<file path="config.mk">
export PLATFORM = sky130hd
export DESIGN_NAME = skip_squash_seq
export DESIGN_NICKNAME = d
export VERILOG_FILES = /design/src/rtl/skip_squash_pkg.sv /design/src/rtl/skip_cls_decode.sv /design/src/rtl/skip_squash_fsm.sv /design/src/rtl/skip_len_counter.sv /design/src/rtl/skip_squash_seq.sv
export SDC_FILE = /design/constraint.sdc
export NUM_CORES = 1
export LEC_CHECK = 0
export CAP_MARGIN = 0
export CORE_AREA = 10 10 47 49
export CTS_BUF_LIST = sky130_fd_sc_hd__clkbuf_8
export CTS_CLUSTER_DIAMETER = 80
export CTS_CLUSTER_SIZE = 24
export DETAILED_ROUTE_END_ITERATION = 10
export DIE_AREA = 0 0 57 59
export HOLD_SLACK_MARGIN = 0.06
export PLACE_DENSITY = 0.7
export SYNTH_ARGS = -nofsm -noshare
export SYNTH_HDL_FRONTEND = slang
export SYNTH_SLANG_ARGS = --single-unit
</file>
<file path="constraint.sdc">
create_clock -name clk -period 1.35 [get_ports clk]
set_input_delay 0.27 -clock clk [delete_from_list [all_inputs] [get_ports clk]]
set_output_delay 0.27 -clock clk [all_outputs]
set_load 0.05 [all_outputs]
</file>
<file path="src/rtl/skip_squash_pkg.sv">
package skip_squash_pkg;

  typedef enum logic [1:0] {
    CLS_ORD  = 2'd0,
    CLS_PAGE = 2'd1,
    CLS_BANK = 2'd2,
    CLS_RSV  = 2'd3
  } ins_cls_e;

  typedef enum logic {
    ST_ISSUE  = 1'b0,
    ST_SQUASH = 1'b1
  } sq_state_e;

endpackage

</file>
<file path="src/rtl/skip_cls_decode.sv">
module skip_cls_decode
  import skip_squash_pkg::*;
(
  input  logic [1:0] cls,
  output logic       is_prefix
);

  always_comb begin
    unique case (ins_cls_e'(cls))
      CLS_PAGE, CLS_BANK: is_prefix = 1'b1;
      default:            is_prefix = 1'b0;
    endcase
  end

endmodule

</file>
<file path="src/rtl/skip_squash_fsm.sv">
module skip_squash_fsm
  import skip_squash_pkg::*;
(
  input  logic clk,
  input  logic rst,
  input  logic skip_req,
  input  logic beat_valid,
  input  logic beat_prefix,
  output logic accept,
  output logic squash,
  output logic active
);

  sq_state_e state_q, state_d;

  assign active = (state_q == ST_SQUASH);
  assign accept = !active && skip_req;
  assign squash = active && beat_valid;

  always_comb begin
    state_d = state_q;
    unique case (state_q)
      ST_ISSUE:  if (skip_req) state_d = ST_SQUASH;
      ST_SQUASH: if (beat_valid && !beat_prefix) state_d = ST_ISSUE;
      default:   state_d = ST_ISSUE;
    endcase
  end

  always_ff @(posedge clk) begin
    if (rst) state_q <= ST_ISSUE;
    else     state_q <= state_d;
  end

endmodule

</file>
<file path="src/rtl/skip_len_counter.sv">
module skip_len_counter #(
  parameter int CNT_W = 8
) (
  input  logic             clk,
  input  logic             rst,
  input  logic             clear,
  input  logic             inc,
  output logic [CNT_W-1:0] count
);

  localparam logic [CNT_W-1:0] CNT_MAX = {CNT_W{1'b1}};

  always_ff @(posedge clk) begin
    if (rst || clear)               count <= '0;
    else if (inc && count != CNT_MAX) count <= count + 1'b1;
  end

endmodule

</file>
<file path="src/rtl/skip_squash_seq.sv">
module skip_squash_seq #(
  parameter int CNT_W = 8
) (
  input  logic             clk,
  input  logic             rst,
  input  logic             skip_req,
  input  logic             ins_valid,
  input  logic [1:0]       ins_cls,
  output logic             squash,
  output logic             busy,
  output logic [CNT_W-1:0] squash_cnt
);

  logic is_prefix;
  logic accept;

  skip_cls_decode u_dec (
    .cls       (ins_cls),
    .is_prefix (is_prefix)
  );

  skip_squash_fsm u_fsm (
    .clk         (clk),
    .rst         (rst),
    .skip_req    (skip_req),
    .beat_valid  (ins_valid),
    .beat_prefix (is_prefix),
    .accept      (accept),
    .squash      (squash),
    .active      (busy)
  );

  skip_len_counter #(.CNT_W(CNT_W)) u_cnt (
    .clk   (clk),
    .rst   (rst),
    .clear (accept),
    .inc   (squash),
    .count (squash_cnt)
  );

endmodule

</file>
== After elaboration in Yosys (flattened, before gate mapping) ==
Cells that the tools add are included.

* Input bits: 6
* Output and inout bits: 10
* Register bits after elaboration: 9
* Word-level logic and storage cells: 19

* Reductions and logical operators: 8
* $add $sub $neg: 1
* Equal/unequal tests: 3
* Bitwise logic cells: 1
* Multiplexer cells: 4

{| class="wikitable"
|+ Operators by type and width
! kind !! number
|-
| 8-bit by 1-bit adder with 8-bit output, second input constant || 1
|-
| 8-bit != test, second input constant || 1
|-
| 1-bit logical AND || 4
|-
| 1-bit two-way mux || 3
|-
| 2-bit by 1-bit equality test with 1-bit output, second input constant || 1
|-
| 2-bit equality test, second input constant || 1
|-
| 1-bit logical NOT || 2
|-
| 1-bit case mux with 2 select lines || 1
|-
| 2-bit OR reduction || 1
|-
| 1-bit logical OR || 1
|-
| 1-bit inverter || 1
|}

== Logic depth before layout (Yosys ltp) ==
Gate-level depths: netlist of run 1.

* Word-level depth: 7
* Gate-level depth with buffers: 4
* Depth with buffers taken out: 4

== Cells and area by module ==
From an unflattened synthesis of run 1, not the netlist that was laid out.

* Cell total of the unflattened synthesis: 55
* Area, all modules: 488.0 um2

{| class="wikitable"
|+ By module, submodules not included
! module !! cells an instance !! instances !! area each (um2) !! sequential area each (um2)
|-
| skip_len_counter || 48 || 1 || 421.7 || 160.2
|-
| skip_squash_fsm || 6 || 1 || 57.6 || 20.0
|-
| skip_cls_decode || 1 || 1 || 8.8 || 0.0
|}

== Worst setup path before layout of run 1 ==
No wires, ideal clock.

* Kind: register -> register
* Start: register u_cnt.count[0]
* End: register u_cnt.count[4]
* Path buffers: 0
* Clock period less this slack: 1,644 ps
* Required time: 1,278 ps
* Cell stages (with the launch flop): 5
* Data arrival time: 1,573 ps
* Setup time: 72 ps
* Slack: -294 ps
* Path through: dfxtp_1 > ha_1 > nand4_1 > a211oi_2 > mux2i_1

* Longest elaborated chain between the ends: 2
* Elaborated cells on any way between the ends: 3
* Classes of those cells: 1 x add/sub; 1 x eq/ne; 1 x reduce/logical

{| class="wikitable"
|+ RTL lines
! what !! RTL line !! text
|-
| start, declared || skip_len_counter.sv:8 || <nowiki>output logic [CNT_W-1:0] count</nowiki>
|-
| start signal, assigned || skip_len_counter.sv:15 || <nowiki>else if (inc && count != CNT_MAX) count <= count + 1'b1;</nowiki>
|-
| branches (longest 2 deep; another with 8-bit by 1-bit adder with 8-bit output) || -- ||
|}

Several ways; the timed one is not identified.
A chain may end at the register's enable or synchronous reset.

== Worst setup path in the final report of run 1 ==
* Start: register u_cnt.count[1]
* End: register u_cnt.count[3]

Same word-level chain as after synthesis.

==> results of run 1 <==
==> area by class of cell <==
class	count	area, sq um	area share [%]
Timing Repair Buffer	24	317	34.0
Multi-Input combinational cell	41	332	35.6
Inverter	5	22.5	2.42
Tap cell	16	20.0	2.15
Clock buffer	3	41.3	4.43
Sequential cell	9	196	21.1
Clock inverter	1	3.75	0.403
==> routing by layer <==
layer | up-vias | global-route usage, % | wire length [um]
met2 | 12 | 15.7 | 748
met1 | 253 | 11.1 | 604
met4 | 0 | 3.36 | 40
met3 | 4 | 5.79 | 94
li1 | 271 | - | -
met5 | - | 0 | 0
==> sequential cells by signal, indices dropped and copies added (netlist names) <==
signal / cells
u_fsm.active: 1
u_cnt.count: 8
==> cell families after synthesis <==
family,Yosys count,share of synthesized area [%]
AND/OR/NAND/NOR,23,29.5
AO/OA/AOI/OAI,12,18.4
flip-flops,9,34.0
buffers and inverters,7,6.60
multiplexers,4,7.55
XOR/XNOR,1,1.65
adder cells (fa/ha/maj),1,2.36
==> synthesized netlist by cell type (2+ instances only) <==
library cell and n:
nand4_1 2, dfxtp_1 9, a211oi_1 2, a211oi_2 3, a21oi_1 2, inv_1 4, mux2i_1 4, and4_1 2
nand3_1 9
==> through the flow <==
step / instances / instance area [sq um] / hold WS [ns] / setup TNS (ns)
after CTS: 99 / 918 / 0.513 / 0
after global placement: 94 / 865 / 0.499 / -0.984
after global routing: 99 / 932 / 0.526 / 0
after floorplan: 57 / 551 / 0.335 / 0
final: 99 / 932 / 0.512 / 0
after detailed placement: 94 / 865 / 0.501 / -1.27
==> worst max-delay path: stages, from the launching register on <==
cell      delay (ns)
dfxtp_4         0.33
buf_4           0.13
nand4_1         0.22
a211oi_2        0.28
mux2i_1         0.20
==> power breakdown <==
group | total [mW] | internal [mW] | switching (mW)
sequential | 0.275 | 0.268 | 0.00648
combinational | 0.116 | 0.0565 | 0.0593
clock | 0.300 | 0.198 | 0.102
==> final timing paths <==
check                                end                         from  slack [ns]  cells after the start
max          u_cnt.count[3]$_SDFFE_PP0P_  u_cnt.count[1]$_SDFFE_PP0P_         0.1                      4
min          u_cnt.count[5]$_SDFFE_PP0P_  u_cnt.count[5]$_SDFFE_PP0P_        0.51                      1
max reg2reg  u_cnt.count[3]$_SDFFE_PP0P_  u_cnt.count[1]$_SDFFE_PP0P_         0.1                      4
min reg2reg  u_cnt.count[5]$_SDFFE_PP0P_  u_cnt.count[5]$_SDFFE_PP0P_        0.51                      1
==> repair_timing <==
action	4_1_cts	5_1_grt
pin swaps	2	1
setup endpoints to repair	2	4
resized for setup	2	3
buffers inserted	1	0
==> out/metrics.cfg, run 1 <==
[run_status]
run_status = finished clean

[synth]
synth_top_cell_by_area = dfxtp_1
synth_seq_cells = 9
ys_types = 29
synth_edf_count = 0
netlist_area_sq_um = 531
seq_area_frac_synth_pct = 34.0
synth.net_count = 64
synth-main-ff-cell = dfxtp_1
synth_area_leaders = dfxtp_1 (34%), nand3_1 (8.5%), mux2i_1 (7.5%), a211oi_2 (7.1%), nor4b_4 (4.5%)
synth_top_area_share_pct = 34.0
yosysWarnings = 0
async_reset_ff_share_pct = 0
synth.avg_cell_area_sq_um = 9.31
synthCells = 57

[sta]
rsz0062_at_grt = no
timing.final.ws_setup_ns = 0.0969
hold_violations = 0
finalSetupViolCount = 0
max_freq_mhz = 798
tightestPinTransition_ns = 0.268
fin_crit_ns = 1.25
maxSlewViolCount = 0
skew_ns = 0.000554
relSlewSlack_pct = 82.1
fin_crit_sh_pct = 92.8

[die]
die_h_um = 59
core-area_sq_mm = 0.00140
start_util_pct = 37.9
rows = 14
die_area_sq_mm = 0.00336
fp.dieW_um = 57
pin_count = 16

[run]
maxCapViolCount = 0

[route]
drc = 0
vias_per_cell = 5.45
avgRoutedWirePerCell_um = 15.0
num_vias = 540
drtIter0Drc = 7
wl_mm = 1.49
drt-pass1-iter-count = 4
detail-route-antenna-nets = 0

[setup_path]
worst_setup_path_start_kind = register
crit_required_ns = 1.50
critPathKind = reg2reg
endpoint_kind = register
cp_max_fo = 4
crit_arrival_ns = 1.41

[hold_path]
min_path_type = reg2reg

[grt]
antenna_found_initial = 0
grt_max_degree = 10
grt_overflow = 0
grt_pass1_vias = 585
grt_util_all_layers_pct = 10.0
grt_pass1_wl_mm = 2.70

[clock_tree]
ctsLongestPathBuffers = 2
clkTransAtPathRegs_ns = 0.04
clock_latency_ns = 0.23
cts.sinks = 9
ctsHoldBuffers = 0
numCtsBuffers = 3
cts_root_buf = clkbuf_8
cts_tree = yes
cts_max_level = 1

[final_layout]
final_layout_size_suffix_gt1_share_pct = 51.8
syn2layout_area_growth_pct = 75.7
layout_commonest_cell = buf_12
final_cell_mix = buf_12 (10), nand3_1 (9), buf_4 (9)
layout.core_utilization_pct = 66.5
diodes = 0
nNetsFinal = 91
fill_cells = 130

[place]
place_congestion = 0.761
portBuffers = 15
post-place-ws_ns = -0.224
dp_hpwl_mm = 1.14

[pwr]
ir_drop_mv = 0.910
power.density_mw_per_mm2 = 741
p_leak_nw = 0.323
total_power_mw = 0.691

No activity file was read; power rests on OpenSTA's default activity.
==> run 2, diff against run 1 <==
--- a/config.mk
+++ b/config.mk
@@ -5,13 +5,13 @@
 export SDC_FILE = /design/constraint.sdc
 export NUM_CORES = 1
 export LEC_CHECK = 0
-export CAP_MARGIN = 0
 export CORE_AREA = 10 10 47 49
 export CTS_BUF_LIST = sky130_fd_sc_hd__clkbuf_8
 export CTS_CLUSTER_DIAMETER = 80
 export CTS_CLUSTER_SIZE = 24
 export DETAILED_ROUTE_END_ITERATION = 10
 export DIE_AREA = 0 0 57 59
+export GPL_TIMING_DRIVEN = 1
 export HOLD_SLACK_MARGIN = 0.06
 export PLACE_DENSITY = 0.7
 export SYNTH_ARGS = -nofsm -noshare
==> results of run 2 <==
The final DEF is identical to that of run 1; final timing and power are the same.
